$ cat src/rtl/desc_pkg.sv
package desc_pkg;

    localparam int WORD_W     = 32;
    localparam int N_WORDS    = 16;
    localparam int IDX_W      = $clog2(N_WORDS);
    localparam int EXT_W      = 16;
    localparam int ADDR_W     = WORD_W + EXT_W;
    localparam int N_SRC      = 5;
    localparam int LINE_W     = 18;
    localparam int STEP_FLD_W = WORD_W - LINE_W;
    localparam int STEP_SHIFT = 4;
    localparam int STRIDE_W   = STEP_FLD_W + STEP_SHIFT;
    localparam int FRAG_BYTES = 4096;
    localparam int FRAG_OFF_W = $clog2(FRAG_BYTES);
    localparam int FRAG_LEN_W = FRAG_OFF_W + 1;
    localparam int MARK_W     = 8;
    localparam logic [MARK_W-1:0] MARK = 8'hA5;

    // word positions inside a descriptor
    localparam int W_CTRL  = 0;
    localparam int W_ID    = 1;
    localparam int W_SIZE  = 2;
    localparam int W_LINE  = 3;
    localparam int W_STAMP = 5;
    localparam int W_EXTA  = 6;
    localparam int W_NEXT  = 7;
    localparam int W_SRC0  = 8;
    localparam int W_EXTB  = 9;
    localparam int W_CHECK = 15;

    // control word bits
    localparam int CB_IRQ    = 8;
    localparam int CB_UPD    = 9;
    localparam int CB_IGN    = 10;
    localparam int CB_FIXED  = 11;
    localparam int CB_MODE   = 18;
    localparam int CB_LAST   = 19;
    localparam int CB_SUM    = 20;
    localparam int CB_LASTFR = 21;
    localparam int DONE_BIT  = 31;

    // status word bits
    localparam int ST_MARK_LSB = 13;
    localparam int ST_IRQ   = 12;
    localparam int ST_UPD   = 11;
    localparam int ST_DONE  = 10;
    localparam int ST_IGN   = 9;
    localparam int ST_LFR   = 8;
    localparam int ST_LAST  = 7;
    localparam int ST_SUM   = 6;
    localparam int ST_MODE  = 5;
    localparam int ST_FIXED = 4;

    typedef logic [N_WORDS-1:0][WORD_W-1:0] desc_words_t;

    typedef enum logic [1:0] {
        VERD_OK     = 2'd0,
        VERD_MARK   = 2'd1,
        VERD_SUM    = 2'd2,
        VERD_REUSED = 2'd3
    } verdict_e;

    typedef struct packed {
        logic [WORD_W-1:0]                  size;
        logic [WORD_W-1:0]                  id;
        logic [LINE_W-1:0]                  line;
        logic [STRIDE_W-1:0]                stride;
        logic [WORD_W-1:0]                  video;
        logic [ADDR_W-1:0]                  next_ptr;
        logic [N_SRC-1:0][ADDR_W-1:0]       src;
        logic [N_SRC-1:0][FRAG_LEN_W-1:0]   frag_len;
        logic                               frag_mode;
        logic [WORD_W-1:0]                  status;
    } desc_fields_t;

    function automatic logic [FRAG_LEN_W-1:0] span_to_boundary(
        input logic [FRAG_OFF_W-1:0] off);
        return FRAG_LEN_W'(FRAG_BYTES) - {1'b0, off};
    endfunction

    function automatic logic [WORD_W-1:0] pack_status(
        input logic [WORD_W-1:0] ctrl, input logic done);
        logic [WORD_W-1:0] st;
        st = '0;
        st[ST_MARK_LSB +: MARK_W] = ctrl[MARK_W-1:0];
        st[ST_IRQ]   = ctrl[CB_IRQ];
        st[ST_UPD]   = ctrl[CB_UPD];
        st[ST_DONE]  = done;
        st[ST_IGN]   = ctrl[CB_IGN];
        st[ST_LFR]   = ctrl[CB_LASTFR];
        st[ST_LAST]  = ctrl[CB_LAST];
        st[ST_SUM]   = ctrl[CB_SUM];
        st[ST_MODE]  = ctrl[CB_MODE];
        st[ST_FIXED] = ctrl[CB_FIXED];
        return st;
    endfunction

endpackage

$ cat src/rtl/desc_capture.sv
module desc_capture
    import desc_pkg::*;
(
    input  logic                clk,
    input  logic                rst,
    input  logic                in_valid,
    input  logic                in_first,
    input  logic [WORD_W-1:0]   in_word,
    output desc_words_t         words_o,
    output logic [WORD_W-1:0]   sum_o,
    output logic                complete_o
);
    localparam logic [IDX_W-1:0] LAST_IDX = IDX_W'(N_WORDS - 1);

    logic [IDX_W-1:0]  idx_q;
    logic [IDX_W-1:0]  eff_idx;
    logic [WORD_W-1:0] sum_q;
    desc_words_t       words_q;

    assign eff_idx = in_first ? '0 : idx_q;

    always_ff @(posedge clk) begin
        if (rst) begin
            idx_q      <= '0;
            sum_q      <= '0;
            complete_o <= 1'b0;
        end else begin
            complete_o <= in_valid && (eff_idx == LAST_IDX);
            if (in_valid) begin
                idx_q <= (eff_idx == LAST_IDX) ? '0 : eff_idx + 1'b1;
                if (eff_idx == '0)
                    sum_q <= in_word;
                else if (eff_idx != LAST_IDX)
                    sum_q <= sum_q + in_word;
            end
        end
    end

    for (genvar g = 0; g < N_WORDS; g++) begin : g_slot
        always_ff @(posedge clk) begin
            if (rst)
                words_q[g] <= '0;
            else if (in_valid && eff_idx == IDX_W'(g))
                words_q[g] <= in_word;
        end
    end

    assign words_o = words_q;
    assign sum_o   = sum_q;

    // a restart seeds the sum with the new first word only
    a_r10_restart_sum: assert property (@(posedge clk) disable iff (rst)
        (in_valid && in_first) |=> (sum_q == $past(in_word)));

    // idle cycles leave the running sum alone
    a_r10_idle_hold: assert property (@(posedge clk) disable iff (rst)
        !in_valid |=> $stable(sum_q));

endmodule

$ cat config.mk
export PLATFORM = sky130hd
export DESIGN_NAME = desc_capture
export DESIGN_NICKNAME = d
export VERILOG_FILES = /design/src/rtl/desc_pkg.sv /design/src/rtl/desc_capture.sv
export SDC_FILE = /design/constraint.sdc
export NUM_CORES = 1
export LEC_CHECK = 0
export ABC_AREA = 0
export BUFFER_PORTS_ARGS = -buffer_cell sky130_fd_sc_hd__clkbuf_2
export CORE_AREA = 8 8 217 219
export DETAILED_ROUTE_END_ITERATION = 7
export DIE_AREA = 0 0 225 227
export PLACE_DENSITY_LB_ADDON = 0.25
export SYNTH_ARGS = -nofsm -noshare
export SYNTH_HDL_FRONTEND = slang
export SYNTH_SLANG_ARGS = --single-unit
$ cat constraint.sdc
create_clock -name clk -period 3.6 [get_ports clk]
set_input_delay 0.54 -clock clk [delete_from_list [all_inputs] [get_ports clk]]
set_output_delay 0.54 -clock clk [all_outputs]
set_load 0.01 [all_outputs]
# After elaboration in Yosys (flattened, before gate mapping)
# Cells that the tools add are included.
# word_totals
word_cells	60
reg_bits	549
# op_classes
add_sub_neg	2
mux	4
n_eq_ne	16
reduce_logical	19
# op_table
cell	count
32-bit 2-to-1 mux	2
32-bit adder	1
4-bit equality test, second input constant	8
4-bit by 3-bit equality test with 1-bit output, second input constant	4
1-bit logical AND	16
4-bit by 2-bit equality test with 1-bit output, second input constant	2
4-bit 2-to-1 mux	2
4-bit by 1-bit adder with 4-bit output, second input constant	1
4-bit by 1-bit equality test with 1-bit output, second input constant	1
4-bit zero test	1
4-bit != test, second input constant	1
2-bit AND reduction	1
2-bit nonzero test	1

# Longest topological paths before layout
# Gate-level depths: netlist of the first run.
# depth
ltp_word	4
ltp_mapped	10
depth_no_buf	10

# Worst setup path before layout of the first run
# No wires, ideal clock.
# synth_timing
kind	input -> register
startpoint	input in_word[0]
endpoint	register sum_q[26], in the netlist sum_o[26]
arrival_time_ns	2.522
cell_stages	10
path_buffers	0
required_ns	3.514
slack_ns	0.992
path_cell_list	ha_1 fa_1 a211oi_1 o21ai_1 nand3_1 nand3_2 a31oi_4 o21ai_0 xnor2_1 a211oi_1
# synth_via
elab_chain_len	3
# synth_lines
element	line_no	rtl
start, declared	desc_capture.sv:8	input logic [WORD_W-1:0] in_word,
32-bit adder	desc_capture.sv:34	sum_q <= sum_q + in_word;
32-bit 2-to-1 mux	desc_capture.sv:33	else if (eff_idx != LAST_IDX)
32-bit 2-to-1 mux	desc_capture.sv:31	if (eff_idx == '0)
end signal, assigned	desc_capture.sv:32	sum_q <= in_word;
end signal, assigned	desc_capture.sv:34	
end, declared	desc_capture.sv:17	logic [WORD_W-1:0] sum_q;
# Every way passes these cells. The select of a mux whose other input is x is not followed.
# A chain may end at the register's enable or synchronous reset.

# Final worst setup path of the first run
# layout_timing
startpoint	register sum_q[0], in the netlist sum_o[0]
endpoint	register sum_q[28], in the netlist sum_o[28]
# layout_via
elab_chain_len	3
# layout_lines
element	line_no
32-bit adder	desc_capture.sv:34
32-bit 2-to-1 mux	desc_capture.sv:33
32-bit 2-to-1 mux	desc_capture.sv:31
# Every way passes these cells. The select of a mux whose other input is x is not followed.

==> flow_metrics.tcl, run 1 <==
set metrics [dict create \
    synth_sequential_area_ratio_pct 52.19 \
    grt_setup_unrepaired "no" \
    critical_path.reg2reg.endpoint "sum_o[28]" \
    die_h_microns 227 \
    die_w_microns 225 \
    ys_dominant_reg_cell "sky130_fd_sc_hd__dfxtp_1" \
    holdPathEnd "words_o[417]" \
    global_route.usage.total_pct 31.97 \
    final_min_period_over_clock_period_pct 77.01 \
    congestion_overflow_gr 0 \
    fillerInstances 3926 \
    io_pins 581 \
    antenna_violations_before_repair 3 \
    cells_on_worst_reg2reg_path 10 \
    syn_nets 2831 \
    hold_depth 3 \
    number_of_global_route_vias_before_repair 20361 \
    core_region_area_sq_mm 0.04364 \
    dr.pass1.iters 5 \
    run_status "completed" \
    hold_buffers 0 \
    insertion_delay_ns 0.61 \
    fin_worst_hold_slack_ns 0.3210 \
    grt_pass1_wl_microns 125800 \
    cap_viol_max_count 0 \
    wire_per_inst_microns 22.38 \
    tritoncts "yes" \
    timing.critical_path.to_type "flip-flop" \
    timing.final.crit_period_ns 2.772 \
    die_area_sq_mm 0.05108 \
    place.gp.congestion 0.9306 \
    drtAntennaViolNets 0 \
    worst_ep_required_time_ns 4.13 \
    power_density_mw_per_mm2 504.4 \
    static-leakage-power_nw 10.61 \
    postLayoutCoreUtil_pct 60.20 \
    synth-warning-count 0 \
    num-nets-final 3283 \
    max_freq_mhz 360.7 \
    regToRegSetupSlack_ns 0.83 \
    worstHoldPathType "in2reg" \
    clk_transition_reported_paths_ns 0.06 \
    grt_max_degree 156 \
    initial_standard_cell_utilization_of_the_core_pct 48.25 \
    postSynthCellCount 2759 \
    cts.repair_timing.setup_buffer_count 0 \
    post-route-drc-count 0 \
    detail_route.vias_per_cell 5.537 \
    worst_clock_skew_ns 0.01879 \
    cts_num_sinks 549 \
    post_synth.cell_area_avg_sq_um 7.632 \
    timing_worst_slew_pin_value_ns 1.071 \
    i_o_buffers 580 \
    placement.cell_area_sq_mm 0.02434 \
    multi_input_gate_area_in_the_final_layout_sq_mm 0.009030 \
    timing.critical_path.arrival_ns 3.30 \
    total_power_mw 13.25 \
    max-vdd-ir-drop_uv 351.4 \
    synthArstFlopShare_pct 0 \
    clockBufferDepth 3 \
    postSynthRegisterBits 549 \
    report.final.hold_viol_count 0 \
    synthesis.area_sq_mm 0.02106 \
    synthDistinctLibCells 57 \
    detailedPlacementHpwl_microns 59090 \
    hold_path.startpoint "in_word[1]" \
    flow.area_growth_from_synthesis_pct 24.77 \
    place_worst_setup_slack_ns 0.5595 \
    finalWirelength_microns 86200 \
    post-place-cells 3746 \
    area.sequential_sq_mm 0.01099 \
    synth-edff-count 0 \
    number_of_instances_resized_during_post_cts_repair 0 \
    critical_path_class "reg2reg" \
    setup_slack_ns 0.8275 \
    cts_bufs_inserted 55 \
    tns_ns 0 \
    drv_slew 0 \
    final_cell_area_sq_mm 0.02627 \
    synth_largest_type_area_fraction_pct 52.19 \
    detailedRoute.firstIterationViolations 2175 \
    number_of_h_tree_branching_levels 2 \
    instances_no_fill 3851 \
    placement_rows 77 \
    setup.worst_path.start_class "flip-flop" \
    synth.largest_area_cell "sky130_fd_sc_hd__dfxtp_1" \
    timing.critical_path.fanout_max 3 \
    report.final.setup_viol 0 \
    worst_slew_margin_rel_pct 28.33 \
    num_vias 21324 \
    yosys-top-cells-area "sky130_fd_sc_hd__dfxtp_1 (52%), sky130_fd_sc_hd__nand2_1 (19%), sky130_fd_sc_hd__a21oi_1 (13%)" \
    drive_above_1_share_pct 23.50 \
    clockRootBuffer "sky130_fd_sc_hd__clkbuf_16" \
    crit-reg2reg-launch "sum_o[0]" \
]
synth_stat cells (13+ instances only):
library cell,count
sky130_fd_sc_hd__nand2_1,1092
sky130_fd_sc_hd__a21oi_1,555
sky130_fd_sc_hd__dfxtp_1,549
sky130_fd_sc_hd__clkbuf_1,241
sky130_fd_sc_hd__nor2_1,38
sky130_fd_sc_hd__ha_1,35
sky130_fd_sc_hd__o21ai_0,29
sky130_fd_sc_hd__xnor2_1,19
sky130_fd_sc_hd__nand3_1,17
sky130_fd_sc_hd__buf_2,13
sky130_fd_sc_hd__nor3_1,13
cells by family after synthesis:
logic type / after synthesis / synth area share (%)
multiplexers: 2 / 0.1010
XOR/XNOR: 24 / 0.9982
flip-flops: 549 / 52.19
buffers and inverters: 270 / 4.973
adder cells (fa/ha/maj): 36 / 2.175
AO/OA/AOI/OAI: 672 / 17.23
AND/OR/NAND/NOR: 1206 / 22.33
critical path, stage by stage (launching register included):
cell and delay (ns):
sky130_fd_sc_hd__dfxtp_1 0.33, sky130_fd_sc_hd__ha_1 0.22, sky130_fd_sc_hd__fa_1 0.42, sky130_fd_sc_hd__a211oi_1 0.39
sky130_fd_sc_hd__o21ai_1 0.20, sky130_fd_sc_hd__nand3_1 0.18, sky130_fd_sc_hd__nand2_1 0.10, sky130_fd_sc_hd__o21ai_0 0.22
sky130_fd_sc_hd__o211ai_1 0.13, sky130_fd_sc_hd__mux2_2 0.28, sky130_fd_sc_hd__a211oi_1 0.22
layout by cell type, fill, tap and decap left out, types with 3 or more instances in the layout:
cell                        Yosys  final
sky130_fd_sc_hd__o211ai_1      12     12
sky130_fd_sc_hd__a211oi_1      11     11
sky130_fd_sc_hd__clkbuf_8       0     14
sky130_fd_sc_hd__clkbuf_1     241      6
sky130_fd_sc_hd__a21oi_1      555    555
sky130_fd_sc_hd__and2_1        12     16
sky130_fd_sc_hd__o21a_1         3      3
sky130_fd_sc_hd__inv_1          9      9
sky130_fd_sc_hd__xor2_1         5      5
sky130_fd_sc_hd__nand4_1        5      5
sky130_fd_sc_hd__buf_4          0     70
sky130_fd_sc_hd__buf_12         0      5
sky130_fd_sc_hd__xnor2_1       19     19
sky130_fd_sc_hd__nor3_1        13     13
sky130_fd_sc_hd__bufinv_16      0      6
sky130_fd_sc_hd__nor2_1        38     37
sky130_fd_sc_hd__o21ai_0       29     29
sky130_fd_sc_hd__and3_1         7      7
sky130_fd_sc_hd__a21o_1         9      9
sky130_fd_sc_hd__clkinv_2       0     14
sky130_fd_sc_hd__o21bai_1      10     10
sky130_fd_sc_hd__dfxtp_1      549    549
sky130_fd_sc_hd__o22ai_1        3      3
sky130_fd_sc_hd__or2_2          3      3
sky130_fd_sc_hd__a31oi_1        7      7
sky130_fd_sc_hd__nor4b_1        4      4
sky130_fd_sc_hd__nand2b_1       5      5
sky130_fd_sc_hd__clkbuf_16      0     55
sky130_fd_sc_hd__nand3_1       17     17
sky130_fd_sc_hd__a311oi_1      10     10
sky130_fd_sc_hd__diode_2        0      3
sky130_fd_sc_hd__o221ai_1       3      3
sky130_fd_sc_hd__ha_1          35     35
sky130_fd_sc_hd__nand2_1     1092   1091
sky130_fd_sc_hd__clkbuf_2       2    579
layout make-up:
| class | instances | area share [%] |
|---|---|---|
| Timing Repair Buffer | 655 | 13.47 |
| Clock buffer | 75 | 6.058 |
| Multi-Input combinational cell | 1940 | 34.37 |
| Inverter | 10 | 0.1429 |
| Antenna cell | 3 | 0.02857 |
| Tap cell | 592 | 2.819 |
| Sequential cell | 549 | 41.83 |
| Clock inverter | 27 | 1.281 |
sequential cells by signal (all words and copies together) (netlist names):
register and cells:
complete_o 1, sum_o 32, idx_q 4, words_o 512
how the worst max path moves through the flow:
stage | from | end | depth (start not counted)
after floorplan | in_word[0] | sum_o[26] | 10
after global placement | in_word[0] | sum_o[24] | 11
after detailed placement | in_word[0] | sum_o[28] | 11
after CTS | sum_o[0] | sum_o[28] | 10
after global routing | sum_o[0] | sum_o[28] | 10
final | sum_o[0] | sum_o[28] | 10
layer usage:
metal	wire, microns	global-route usage, %	vias up	part of all wire, %
met1	32740	38.85	10138	38
met5	0	0	-	0
met4	3864	14.81	0	4.5
met3	9133	7.871	199	11
li1	-	-	9892	-
met2	40460	53.18	1095	47
report_power, final:
group | internal (mW) | switching, mW | total [mW] | leakage [nW]
Sequential | 6.14 | 0.0570 | 6.20 | 4.43
Clock | 3.54 | 2.50 | 6.04 | 0.962
Combinational | 0.308 | 0.703 | 1.01 | 5.22
Note: power is estimated with default switching activity, not from simulation.
==> inputs of run 2 (changes only) <==
- ABC_AREA: 0 -> 1
- CORE_AREA: 8 8 217 219 -> 8 8 223 225
- DIE_AREA: 0 0 225 227 -> 0 0 231 233
- clock period: 3.6 -> 2.6 ns (I/O delays scaled with it)
==> run 2 against run 1 <==
  * Sequential cell count unchanged
  * Critical path type unchanged
  * Final cell count up 2.0%
  * Global-route usage down 2.9 points
==> flow_metrics.tcl, run 2 <==
set metrics [dict create \
    timing.critical_path.arrival_ns 2.80 \
    drive_above_1_share_pct 23.32 \
    max-vdd-ir-drop_uv 514.3 \
    congestion_overflow_gr 0 \
    die_w_microns 231 \
    timing.critical_path.slowest_stage_cell "sky130_fd_sc_hd__nor2_4" \
    clockBufferDepth 3 \
    synthesis.area_sq_mm 0.02144 \
    clockRootBuffer "sky130_fd_sc_hd__clkbuf_16" \
    yosys-top-cells-area "sky130_fd_sc_hd__dfxtp_1 (51%), sky130_fd_sc_hd__o21ai_0 (11%), sky130_fd_sc_hd__nor2_1 (10%)" \
    instances_no_fill 3927 \
    run_status "completed" \
    post_synth.cell_area_avg_sq_um 7.681 \
    number_of_instances_resized_during_post_cts_repair 0 \
    synth-warning-count 0 \
    worstHoldPathType "in2reg" \
    postLayoutCoreUtil_pct 57.52 \
    cts_bufs_inserted 55 \
    worst_clock_skew_ns 0.01098 \
    cells_on_worst_reg2reg_path 8 \
    num_vias 21191 \
    drtAntennaViolNets 0 \
    critical_path_class "reg2reg" \
    clk_transition_reported_paths_ns 0.06 \
    post_synth_mux_area_share_pct 0 \
    postSynthRegisterBits 549 \
    global_route.usage.total_pct 29.06 \
    timing.critical_path.cells "inv_1 > nor2_1 > ha_1 > nand2_1 > nor2_4 > buf_4 > o21ai_0 > a21oi_1" \
    tritoncts "yes" \
    finalWirelength_microns 82260 \
    setup_slack_ns 0.3341 \
    worst_path_dominant_cell_family "simple AND/OR/NAND/NOR gates" \
    insertion_delay_ns 0.61 \
    place_worst_setup_slack_ns 0.1389 \
    timing.critical_path.to_type "flip-flop" \
    cts.repair_timing.setup_buffer_count 0 \
    number_of_h_tree_branching_levels 2 \
    grt_pass1_wl_microns 123400 \
    detail_route.vias_per_cell 5.396 \
    ys_dominant_reg_cell "sky130_fd_sc_hd__dfxtp_1" \
    fin_worst_hold_slack_ns 0.03766 \
    largest_reg_flops 512 \
    placement_rows 79 \
    synth_common_cells "sky130_fd_sc_hd__nor2_1 (582), sky130_fd_sc_hd__dfxtp_1 (549), sky130_fd_sc_hd__o21ai_0 (491)" \
    synth_compound_gate_area_share_pct 20.51 \
    die_area_sq_mm 0.05382 \
    yosys.area_share.simple_pct 17.71 \
    cap_viol_max_count 0 \
    synth_sequential_area_ratio_pct 51.27 \
    wire_per_inst_microns 20.95 \
    tns_ns 0 \
    io_pins 581 \
    placement.cell_area_sq_mm 0.02458 \
    grt_max_degree 106 \
    synthDistinctLibCells 34 \
    max_incr_delay_on_cp_ns 0.45 \
    setup.worst_path.start_class "flip-flop" \
    cp.depth 8 \
    synthAdderAreaFrac_pct 2.136 \
    detailedRoute.firstIterationViolations 1860 \
    die_h_microns 233 \
    final_min_period_over_clock_period_pct 87.15 \
    synth-edff-count 0 \
    worst_ep_required_time_ns 3.14 \
    max_freq_mhz 441.3 \
    flow.area_growth_from_synthesis_pct 23.60 \
    final_cell_area_sq_mm 0.02650 \
    synth_xor_area_share_pct 0.2043 \
    total_power_mw 18.51 \
    place.gp.congestion 0.9216 \
    synth_largest_type_area_fraction_pct 51.27 \
    antenna_violations_before_repair 1 \
    commonest_cells_after_routing_fill_and_taps_aside "sky130_fd_sc_hd__nor2_1 (582), sky130_fd_sc_hd__clkbuf_2 (580), sky130_fd_sc_hd__dfxtp_1 (549)" \
    report.final.hold_viol_count 0 \
    core_region_area_sq_mm 0.04606 \
    cp_num_buf_inv 2 \
    post-route-drc-count 0 \
    syn_nets 2863 \
    fillerInstances 4265 \
    hold_depth 3 \
    worst_slew_margin_rel_pct 45.83 \
    power_density_mw_per_mm2 698.8 \
    dr.pass1.iters 5 \
    synth.largest_area_cell "sky130_fd_sc_hd__dfxtp_1" \
    i_o_buffers 580 \
    synthArstFlopShare_pct 0 \
    grt_setup_unrepaired "no" \
    hold_buffers 0 \
    static-leakage-power_nw 13.00 \
    timing_worst_slew_pin_value_ns 0.8075 \
    timing.critical_path.fanout_max 32 \
    cts_num_sinks 549 \
    postSynthCellCount 2791 \
    initial_standard_cell_utilization_of_the_core_pct 46.54 \
    num-nets-final 3347 \
    combinational_family_with_the_most_area_after_synthesis "compound AO/OA/AOI/OAI gates" \
    report.final.setup_viol 0 \
    drv_slew 0 \
    timing.final.crit_period_ns 2.266 \
    post-place-cells 3825 \
    number_of_global_route_vias_before_repair 20477 \
    yosys.cell_count.top_type "sky130_fd_sc_hd__nor2_1" \
    detailedPlacementHpwl_microns 57640 \
    layout_commonest_cell "sky130_fd_sc_hd__nor2_1" \
]
-- run 2: final cells by class --
type | instances | area (sq um) | share of cell area (%)
antenna | 1 | 2.502 | 0.009445
inverter | 168 | 638.1 | 2.408
tap | 607 | 759.5 | 2.866
clock inverter | 15 | 212.7 | 0.8028
sequential | 549 | 10990 | 41.48
timing repair buffer | 645 | 3478 | 13.13
clock buffer | 86 | 1704 | 6.432
multi-input combinational | 1856 | 8710 | 32.87
-- run 2: report_power, final --
group          switching [mW]  total, mW  internal (mW)  leakage [nW]
clock network            3.46       8.28           4.83         0.933
registers              0.0939       8.64           8.54          4.44
logic                    1.13       1.59          0.462          7.63
-- run 2: path summary, 6_finish.rpt --
check,start,end,slack (ns)
setup / recovery,idx_q[1],words_o[341],0.33
hold reg to reg,words_o[31],words_o[31],0.46
setup reg to reg,idx_q[1],words_o[341],0.33
hold / removal,in_word[19],words_o[403],0.04
-- run 2: kinds of logic after synthesis --
| kind of cell | Yosys count |
|---|---|
| AOI/OAI and AO/OA | 867 |
| adders and majority gates | 36 |
| DFF | 549 |
| buffers and inverters | 386 |
| xor gates and xnor gates | 5 |
| and+or+nand+nor | 948 |
-- run 2: layer usage --
metal  up-vias  share of wire (%)  GRT usage, %
li1      10065                  -             -
met2       949                 47         48.07
met4         0                4.9         14.99
met5         -                  0             0
met3       216                8.8         7.088
met1      9961                 39         34.84
-- run 2: worst reg2reg max path: cells and delay by family (launching register included) --
family | cells | cell delay, ns
buffers and inverters | 2 | 0.45
DFF | 1 | 0.31
AOI/OAI and AO/OA | 2 | 0.33
and+or+nand+nor | 3 | 0.90
adders and majority gates | 1 | 0.21
==> inputs of run 3 (changes only) <==
- BUFFER_PORTS_ARGS: -buffer_cell sky130_fd_sc_hd__clkbuf_2 -> -buffer_cell sky130_fd_sc_hd__buf_2
- CORE_AREA: 8 8 223 225 -> 2 2 223 225
- DIE_AREA: 0 0 231 233 -> 0 0 225 227
==> run 3 against run 2 <==
  * Non-clock buffer count rose by 7
  * First-iteration DRC count fell by 14%
  * Register-to-register slack got worse by 0.06 ns
  * Largest cell class unchanged
  * Hold slack improved by 0.015 ns
  * Via count fell by 1.4%
  * Clock-buffer cell count fell by 8
==> flow_metrics.tcl, run 3 (same netlist as run 2, synthesis figures left out) <==
set metrics [dict create \
    clockRootBuffer "sky130_fd_sc_hd__clkbuf_16" \
    timing.critical_path.arrival_ns 2.85 \
    timing.final.crit_period_ns 2.328 \
    core_region_area_sq_mm 0.04855 \
    clk_transition_reported_paths_ns 0.06 \
    timing.critical_path.fanout_max 49 \
    internal-power_mw 13.80 \
    congestion_overflow_gr 0 \
    flow.area_growth_from_synthesis_pct 24.16 \
    total_power_mw 18.53 \
    drive_above_1_share_pct 23.58 \
    top_usage_layer "met2" \
    final_min_period_over_clock_period_pct 89.53 \
    timing_worst_slew_pin_value_ns 1.050 \
    post-route-drc-count 0 \
    static-leakage-power_nw 13.53 \
    num-nets-final 3354 \
    drtAntennaViolNets 0 \
    run_status "completed" \
    placement_rows 81 \
    cts_bufs_inserted 55 \
    gr-usage-met2_pct 48.96 \
    power_density_mw_per_mm2 696.0 \
    insertion_delay_ns 0.63 \
    multi_input_gate_area_in_the_final_layout_sq_mm 0.008710 \
    grt_setup_unrepaired "no" \
    switching_power_as_a_share_of_total_power_pct 25.52 \
    report.final.setup_viol 0 \
    worst_clock_skew_ns 0.03840 \
    global_route.usage.total_pct 29.43 \
    die_area_sq_mm 0.05108 \
    cts.repair_timing.setup_buffer_count 0 \
    tritoncts "yes" \
    cts_num_sinks 549 \
    grt_max_degree 107 \
    i_o_buffers 580 \
    largest_reg_flops 512 \
    timing.critical_path.to_type "flip-flop" \
    num_vias 20895 \
    report.final.hold_viol_count 0 \
    clockPowerShare_pct 44.7 \
    globalRouteMet3Util_pct 7.099 \
    fillerInstances 4604 \
    cap_viol_max_count 0 \
    max_freq_mhz 429.6 \
    finalWirelength_microns 78970 \
    placement.cell_area_sq_mm 0.02471 \
    grtUsageMet1_pct 36.23 \
    setup.worst_path.start_class "flip-flop" \
    io_pins 581 \
    grt_pass1_wl_microns 115400 \
    place.gp.congestion 0.8979 \
    detailedRoute.firstIterationViolations 1593 \
    number_of_instances_resized_during_post_cts_repair 0 \
    detailedPlacementHpwl_microns 54520 \
    worst_slew_margin_rel_pct 29.85 \
    number_of_h_tree_branching_levels 2 \
    area.sequential_sq_mm 0.01099 \
    hold_buffers 0 \
    die_w_microns 225 \
    detail_route.vias_per_cell 5.293 \
    critical_path_class "reg2reg" \
    wire_per_inst_microns 20.00 \
    fin_worst_hold_slack_ns 0.05304 \
    initial_standard_cell_utilization_of_the_core_pct 44.16 \
    antenna_violations_before_repair 1 \
    commonest_cells_after_routing_fill_and_taps_aside "sky130_fd_sc_hd__nor2_1 (582), sky130_fd_sc_hd__buf_2 (580), sky130_fd_sc_hd__dfxtp_1 (549)" \
    power_frac_seq_pct 46.6 \
    pwr-share-comb_pct 8.7 \
    layout_commonest_cell "sky130_fd_sc_hd__nor2_1" \
    worst_ep_required_time_ns 3.12 \
    number_of_global_route_vias_before_repair 19201 \
    clockBufferDepth 3 \
    max-vdd-ir-drop_uv 547.9 \
    tns_ns 0 \
    final_cell_area_sq_mm 0.02662 \
    total_switching_power_mw 4.727 \
    die_h_microns 227 \
    worstHoldPathType "in2reg" \
    dr.pass1.iters 5 \
    drv_slew 0 \
]
run 3: routing by layer:
metal / vias up / share of wire (%)
met5: - / 0
li1: 10068 / -
met1: 9772 / 40
met4: 0 / 4.7
met2: 885 / 47
met3: 170 / 8.6
run 3: final timing paths:
check,startpoint,end,slack (ns),depth (start not counted)
setup / recovery,idx_q[1],words_o[451],0.27,9
hold reg to reg,words_o[31],words_o[31],0.48,2
setup reg to reg,idx_q[1],words_o[451],0.27,9
hold / removal,in_word[19],words_o[403],0.05,3
run 3: power by group through the flow:
stage	logic, mW	registers [mW]	clock network [mW]
after floorplan	0.899	8.86	0
after global placement	1.58	8.81	0
after detailed placement	1.59	8.82	0
after CTS	1.60	8.63	8.40
after global routing	1.76	8.64	8.73
final	1.61	8.63	8.29
run 3: cell type report:
cell class / count / area share, %
Antenna cell: 1 / 0.009402
Clock buffer: 78 / 6.097
Clock inverter: 22 / 1.058
Inverter: 168 / 2.397
Multi-Input combinational cell: 1856 / 32.72
Sequential cell: 549 / 41.29
Tap cell: 622 / 2.924
Timing Repair Buffer: 652 / 13.50
run 3: per-stage QoR:
step / cells / utilization (%) / setup WS (ns)
floorplan: 2791 / - / 0.6928
global placement: 3847 / 50.90 / 0.2587
detailed placement: 3847 / 50.90 / 0.1227
CTS: 3947 / 54.82 / 0.3389
global route: 3948 / 54.83 / 0.03547
finish: 3948 / 54.83 / 0.2723
run 3: worst max-delay path: stages (launching register included):
cell,delay [ns]
sky130_fd_sc_hd__dfxtp_1,0.31
sky130_fd_sc_hd__inv_1,0.06
sky130_fd_sc_hd__nor2_1,0.21
sky130_fd_sc_hd__ha_1,0.20
sky130_fd_sc_hd__nand2_1,0.11
sky130_fd_sc_hd__nor2_4,0.83
sky130_fd_sc_hd__inv_1,0.10
sky130_fd_sc_hd__buf_4,0.23
sky130_fd_sc_hd__nor2_1,0.12
sky130_fd_sc_hd__nor2_1,0.06
